<file path="src/rtl/dmag_pkg.sv">
package dmag_pkg;
    localparam int NUM_DIR = 2;
    localparam int DIR_PLAY = 0;
    localparam int DIR_CAP = 1;

    typedef enum logic [1:0] {
        CH_IDLE  = 2'd0,
        CH_REQ   = 2'd1,
        CH_STALL = 2'd2
    } ch_state_e;
endpackage

</file>
<file path="src/rtl/dmag_channel.sv">
module dmag_channel
    import dmag_pkg::*;
(
    input  logic clk,
    input  logic rst_n,
    input  logic tick,
    input  logic en,
    input  logic ack,
    input  logic stall,
    output logic req,
    output logic park
);
    ch_state_e state_q;
    ch_state_e state_d;

    // state register
    always_ff @(posedge clk) begin
        if (!rst_n) begin
            state_q <= CH_IDLE;
        end else begin
            state_q <= state_d;
        end
    end

    // next-state logic
    always_comb begin
        state_d = state_q;
        unique case (state_q)
            CH_IDLE: begin
                if (stall) begin
                    state_d = CH_STALL;
                end else if (tick && en) begin
                    state_d = CH_REQ;
                end
            end
            CH_REQ: begin
                // an outstanding request always runs to its acknowledge
                if (ack) begin
                    state_d = stall ? CH_STALL : CH_IDLE;
                end
            end
            CH_STALL: begin
                if (!stall) begin
                    state_d = (tick && en) ? CH_REQ : CH_IDLE;
                end
            end
            default: state_d = CH_IDLE;
        endcase
    end

    // outputs
    always_comb begin
        req  = (state_q == CH_REQ);
        park = (state_q == CH_STALL);
    end
endmodule

</file>
<file path="src/rtl/dmag_counter.sv">
module dmag_counter #(
    parameter int CNT_W = 8
) (
    input  logic             clk,
    input  logic             rst_n,
    input  logic             tick,
    input  logic             any_en,
    input  logic             stall,
    input  logic             base_wr,
    input  logic [CNT_W-1:0] base_val,
    input  logic             irq_clr,
    output logic [CNT_W-1:0] count,
    output logic             irq
);
    localparam logic [CNT_W-1:0] ZERO = '0;
    localparam logic [CNT_W-1:0] ONE  = {{(CNT_W-1){1'b0}}, 1'b1};

    logic [CNT_W-1:0] base_q;
    logic [CNT_W-1:0] count_q;
    logic             irq_q;
    logic             advance;
    logic             wrap;

    always_comb begin
        advance = tick && any_en && !stall;
        wrap    = advance && (count_q == ZERO);
    end

    always_ff @(posedge clk) begin
        if (!rst_n) begin
            base_q  <= ZERO;
            count_q <= ZERO;
            irq_q   <= 1'b0;
        end else begin
            if (base_wr) begin
                base_q <= base_val;
            end

            if (base_wr) begin
                count_q <= base_val;
            end else if (wrap) begin
                count_q <= base_q;
            end else if (advance) begin
                count_q <= count_q - ONE;
            end

            // a new interrupt wins over a clear in the same cycle
            if (wrap) begin
                irq_q <= 1'b1;
            end else if (irq_clr) begin
                irq_q <= 1'b0;
            end
        end
    end

    always_comb begin
        count = count_q;
        irq   = irq_q;
    end
endmodule

</file>
<file path="src/rtl/dma_req_gate.sv">
module dma_req_gate
    import dmag_pkg::*;
#(
    parameter int CNT_W = 8
) (
    input  logic             clk,
    input  logic             rst_n,
    input  logic             smp_tick,
    input  logic             play_en,
    input  logic             cap_en,
    input  logic             gate_en,
    input  logic             play_ack,
    input  logic             cap_ack,
    input  logic             irq_clr,
    input  logic             base_wr,
    input  logic [CNT_W-1:0] base_val,
    output logic             play_req,
    output logic             cap_req,
    output logic             irq_flag,
    output logic             dac_midscale,
    output logic             adc_hold,
    output logic [CNT_W-1:0] dma_count
);
    logic [NUM_DIR-1:0] dir_en;
    logic [NUM_DIR-1:0] dir_ack;
    logic [NUM_DIR-1:0] dir_req;
    logic [NUM_DIR-1:0] dir_park;
    logic               irq_w;
    logic               stall;

    always_comb begin
        dir_en[DIR_PLAY]  = play_en;
        dir_en[DIR_CAP]   = cap_en;
        dir_ack[DIR_PLAY] = play_ack;
        dir_ack[DIR_CAP]  = cap_ack;
        stall             = gate_en && irq_w;
    end

    for (genvar d = 0; d < NUM_DIR; d++) begin : g_dir
        dmag_channel u_chan (
            .clk   (clk),
            .rst_n (rst_n),
            .tick  (smp_tick),
            .en    (dir_en[d]),
            .ack   (dir_ack[d]),
            .stall (stall),
            .req   (dir_req[d]),
            .park  (dir_park[d])
        );
    end

    dmag_counter #(.CNT_W(CNT_W)) u_cnt (
        .clk      (clk),
        .rst_n    (rst_n),
        .tick     (smp_tick),
        .any_en   (|dir_en),
        .stall    (stall),
        .base_wr  (base_wr),
        .base_val (base_val),
        .irq_clr  (irq_clr),
        .count    (dma_count),
        .irq      (irq_w)
    );

    always_comb begin
        play_req     = dir_req[DIR_PLAY];
        cap_req      = dir_req[DIR_CAP];
        dac_midscale = dir_park[DIR_PLAY];
        adc_hold     = dir_park[DIR_CAP];
        irq_flag     = irq_w;
    end
endmodule

</file>
<file path="config.mk">
export PLATFORM = sky130hd
export DESIGN_NAME = dma_req_gate
export DESIGN_NICKNAME = d
export VERILOG_FILES = /design/src/rtl/dmag_pkg.sv /design/src/rtl/dmag_channel.sv /design/src/rtl/dmag_counter.sv /design/src/rtl/dma_req_gate.sv
export SDC_FILE = /design/constraint.sdc
export NUM_CORES = 1
export LEC_CHECK = 0
export BUFFER_PORTS_ARGS = -buffer_cell sky130_fd_sc_hd__buf_2
export CAP_MARGIN = 10
export CORE_ASPECT_RATIO = 1.1
export CORE_UTILIZATION = 51
export CTS_CLUSTER_DIAMETER = 60
export DETAILED_ROUTE_END_ITERATION = 10
export GPL_ROUTABILITY_DRIVEN = 0
export HOLD_SLACK_MARGIN = 0.08
export PLACE_DENSITY = 0.78
export SYNTH_ARGS = -nofsm -noshare
export SYNTH_HDL_FRONTEND = slang
export SYNTH_SLANG_ARGS = --single-unit
</file>
<file path="constraint.sdc">
create_clock -name clk -period 2.05 [get_ports clk]
set_clock_uncertainty 0.1 [all_clocks]
set_input_delay 0.3075 -clock clk [delete_from_list [all_inputs] [get_ports clk]]
set_output_delay 0.3075 -clock clk [all_outputs]
set_load 0.05 [all_outputs]
</file>
==> Word-level counts from Yosys, hierarchy flattened <==
Cells that the tools add are included.
Widths: inputs -> output; s select.
{ "op_classes": {"n_eq_ne": 10, "reduce_logical": 15, "n_addsub": 1, "n_mux": 18} }
{ "op_table": {"columns": ["op", "count"], "rows": [
  ["$mux 8", 3],
  ["$mux 2", 9],
  ["$pmux 2 s3", 2],
  ["$logic_not 8->1", 1],
  ["$ne 2x2->1 const B", 4],
  ["$sub 8x1->8 const B", 1],
  ["$logic_and 1x1->1", 6],
  ["$reduce_and 3->1", 2],
  ["$eq 2x1->1 const B", 2],
  ["$eq 2x2->1 const B", 2],
  ["$logic_not 2->1", 2],
  ["$mux 1", 4],
  ["$ne 3x1->1 const B", 1],
  ["$ne 3x2->1 const B", 1],
  ["$reduce_bool 3->1", 1],
  ["$reduce_bool 2->1", 1],
  ["$reduce_or 2->1", 1],
  ["$logic_not 1->1", 1]
]} }
{ "word_totals": {"wordCells": 49, "register_bits": 21} }

==> Longest topological paths before layout <==
{ "depth": {"ltp_word": 6, "ltp_mapped": 6, "depth_no_buf": 6} }

==> By module <==
A second synthesis with hierarchy kept.
{ "hier_totals": {"cells_unflattened": 117, "hier_area_um2": 1121.1} }
{ "modules_own_cells": {"columns": ["module", "cells_per_inst", "area_each_um2", "n_inst"], "rows": [
  ["dmag_counter", 95, 920.9, 1],
  ["dmag_channel", 10, 93.8, 2],
  ["dma_req_gate", 2, 12.5, 1]
]} }

==> Least setup slack after synthesis <==
OpenSTA, ideal clock, no wires.
{ "synth_timing": {"path_kind": "register to register", "start": "register u_cnt.count_q[0] (netlist: u_cnt.count[0])", "end": "register u_cnt.count_q[0] (netlist: u_cnt.count[0])", "required_time_ns": 1.820, "path_stages_with_launch": 7, "setup_time_ns": 0.130, "setup_slack_ns": -0.043, "arrival_ns": 1.863, "cell_sequence": "dfxtp_1 > inv_1 > ha_1 > or3b_4 > nor4_4 > mux2i_1 > o32ai_2"} }
{ "synth_via": {"elab_chain_cells": 4} }
{ "synth_lines": {"columns": ["element", "line", "text"], "rows": [
  ["start, declared", "dmag_counter.sv:19", "logic [CNT_W-1:0] count_q;"],
  ["start signal, assigned", "dmag_counter.sv:40", "count_q <= base_val;"],
  ["start signal, assigned", "dmag_counter.sv:42", "count_q <= base_q;"],
  ["start signal, assigned", "dmag_counter.sv:44", "count_q <= count_q - ONE;"],
  ["$sub 8x1->8 or $logic_not 8->1 (tied branches)", "dmag_counter.sv:44, dmag_counter.sv:26", null],
  ["$mux 8 or $logic_and 1x1->1 (tied branches)", "dmag_counter.sv:43, dmag_counter.sv:26", null],
  ["$mux 8", "dmag_counter.sv:41", "end else if (wrap) begin"],
  ["$mux 8", "dmag_counter.sv:39", "if (base_wr) begin"]
]} }
Parallel ways exist; a longest one is shown, timed or not. The select of a mux whose other input is x is not followed.
A chain may end at the register's enable or synchronous reset.

==> Final worst setup path <==
Ends and elaborated chain as after synthesis.

==> flow_metrics.tcl <==
set metrics [dict create \
    outcome "finished, final reports clean" \
    core_region_area_um2 2060 \
    setup_ws_ps 99.3 \
    timing.critical_path.slowest_stage_cell "or3b_4" \
    buffer_ports.inserted 30 \
    fin_crit_sh 0.952 \
    post_synth_instance_area_um2 1140 \
    synth_cells 136 \
    post-place-ws_ps 130 \
    clk_pin_slew_worst_paths_ps 110 \
    fp.dieArea_um2 2430 \
    reg2reg_slack_ps 100 \
    layout_commonest_cell "buf_2" \
    critPathTopFamily "simple AND/OR/NAND/NOR gates" \
    max_freq_mhz 513 \
    cpPeakStageDelay_ps 410 \
    post_cts_hold_buffer_count 0 \
    cts_tree "yes" \
    dr_wl_met2_um 1460 \
    syn-num-nets 155 \
    number_of_setup_violations_in_the_final_report 0 \
    root_buffer_cell "clkbuf_4" \
    wl_met1_um 1210 \
    worstPathCellList "inv_1 -> ha_1 -> or3b_4 -> nor4_4 -> mux2i_1 -> o32ai_2" \
    htree_levels 1 \
    timing.setup.critical_path_class "reg -> reg" \
    max_cap_viol_count 0 \
    critical_path_required_ps 2150 \
    via_per_inst 5.86 \
    timing.critical_path.buf_inv 1 \
    power.density_cell_area_nw_per_um2 712 \
    final_cell_mix "buf_2 (30), nor2_1 (21), dfxtp_1 (19), inv_1 (11), mux2i_1 (11)" \
    cts_buffers 3 \
    finish.net_count 192 \
    post_route_cells_drive_above_1_share 0.314 \
    grt_pass1_wl_um 4780 \
    later_pin_clock_latency_in_the_skew_report_ps 310 \
    globalRouteTotalUtil 0.283 \
    chipHeight_um 51.6 \
    first_iter_violations 57 \
    syn_to_final_growth_pct 21.8 \
    setup_repair_after_global_routing_missed_its_margin "no" \
    met3_wirelength_um 197 \
    drtAntennaViolNets 0 \
    timing_max_transition_violations_final 0 \
    placement_rows 17 \
    reported_leakage_power_uw 0.000635 \
    first_global_vias 1068 \
    antenna-diode-count 0 \
    post-route-min-period_ps 1950 \
    cts_buffer_depth 2 \
    post-dp-hpwl_um 2200 \
    global_route_total_overflow 0 \
    setup-tns-final_ps 0 \
    synth.yosys.warnings 0 \
    postCtsSetupBuffers 0 \
    synth.distinct_cells 40 \
    grt_max_degree 14 \
    grt_antenna_before_repair 0 \
    initial_core_util 0.552 \
    wire_per_inst_um 14.6 \
    remaining_drc_errors 0 \
    path_max_fanout 5 \
    worst_ir_drop_vdd_mv 0.471 \
    report.final.hold_viol_count 0 \
    cts_num_sinks 21 \
    final_cells 200 \
    dr_total_vias 1171 \
    utilization 0.672 \
    holdCritPathClass "in -> reg" \
    worstMarginPinSlew_ps 654 \
    cts-resized-gates 0 \
    drt_pre_antenna_iters 4 \
    dpl.cell_count 196 \
    setup.worst_path.end_class "register" \
    die_x_um 47.1 \
    synthesis.area_per_instance_um2 8.37 \
    synth_sequential_area_ratio 0.369 \
    worst_slew_margin_rel 0.560 \
    routed_wirelength_um 2930 \
    cp_data_arrival_time_ps 2050 \
    startpoint_type "register" \
    top_level_ports 31 \
    synth.ff_latch_count 21 \
    topRoutingLayerUsed "met4" \
]
-- layout make-up --
class / instances / area (µm²)
Inverter: 11 / 41.3
Sequential cell: 21 / 423
Timing Repair Buffer: 37 / 203
Multi-Input combinational cell: 99 / 658
Fill cell: 177 / 677
Clock buffer: 4 / 26.3
Tap cell: 28 / 35.0
-- power breakdown --
part / internal (µW) / total (µW) / switching (µW) / leakage, µW
Sequential: 437 / 464 / 26.4 / 0.000174
Clock: 76.2 / 206 / 130 / 0.0000150
Combinational: 119 / 317 / 198 / 0.000447
Total: 632 / 987 / 355 / 0.000635
-- cells in the mapped netlist (all sizes together) --
library cell  count  area (µm²)
a211oi            3        27.5
mux2              1        11.3
a221oi            1        8.76
a31oi             1        6.26
nor2             21        78.8
ha                1        12.5
mux2i            11         110
or3b              1        11.3
nand4             1        6.26
and3              2        12.5
a21bo             1        10.0
nor4b             1        8.76
nand3             6        30.0
nor3              7        35.0
buf               2        7.51
nand2             6        22.5
a211o             1        10.0
o32ai             1        16.3
o221ai            1        8.76
o41ai             1        8.76
o21ai             4        20.0
o2bb2ai           1        8.76
clkbuf            3        11.3
nor4              2        27.5
dfxtp            21         420
nor2b             3        18.8
inv              11        41.3
and2b             1        8.76
a21oi             8        40.0
a22o              1        10.0
or2               2        12.5
a21boi            1        7.51
or4               1        11.3
a32oi             2        17.5
a32o              1        10.0
nand2b            2        12.5
a22oi             1        7.51
a222oi            1        10.0
-- worst register-to-register path: cells and delay by family (launching register included) --
kind	cells	cell delay (ps)
AND/OR/NAND/NOR	2	770
flip-flops	1	360
multiplexers	1	270
adder cells (fa/ha/maj)	1	150
AO/OA/AOI/OAI	1	100
buffers and inverters	1	80
-- logic make-up (layout without fill, tap and decap cells) --
kind of cell               count (synthesis)  after routing  synth area share
and+or+nand+nor                           56             56             0.260
muxes                                     12             12             0.107
AOI/OAI and AO/OA                         30             30             0.200
buffers and inverters                     16             52            0.0527
adders and majority gates                  1              1            0.0110
DFF                                       21             21             0.369
-- per-layer routing --
layer | global-route usage | up-vias
met5 | 0 | -
met4 | 0.119 | 0
met3 | 0.0521 | 8
met2 | 0.475 | 56
met1 | 0.344 | 540
li1 | - | 567
-- worst paths after layout --
path	depth (start not counted)	start	end
setup / recovery	6	u_cnt.count[0]$_SDFFE_PN0P_	u_cnt.count[0]$_SDFFE_PN0P_
hold / removal	3	base_val[6]	u_cnt.count[6]$_SDFFE_PN0P_
setup reg to reg	6	u_cnt.count[0]$_SDFFE_PN0P_	u_cnt.count[0]$_SDFFE_PN0P_
hold reg to reg	1	g_dir[0].u_chan.state_q[0]$_SDFFE_PN0P_	g_dir[0].u_chan.state_q[1]$_SDFFE_PN0P_
-- stage by stage --
stage | total power [µW] | hold slack (ps) | cell area, µm²
global route | 1040 | 127 | 1390
CTS | 985 | 133 | 1390
global placement | 777 | 343 | 1360
floorplan | 694 | 329 | 1140
finish | 987 | 132 | 1390
detailed placement | 785 | 355 | 1360
-- state kept, by name, indices dropped and copies added, names as in the netlist --
signal,count
u_cnt.base_q,8
u_cnt.count,8
g_dir.u_chan.state_q,4
u_cnt.irq,1
Note: power is estimated with default switching activity, not from simulation.
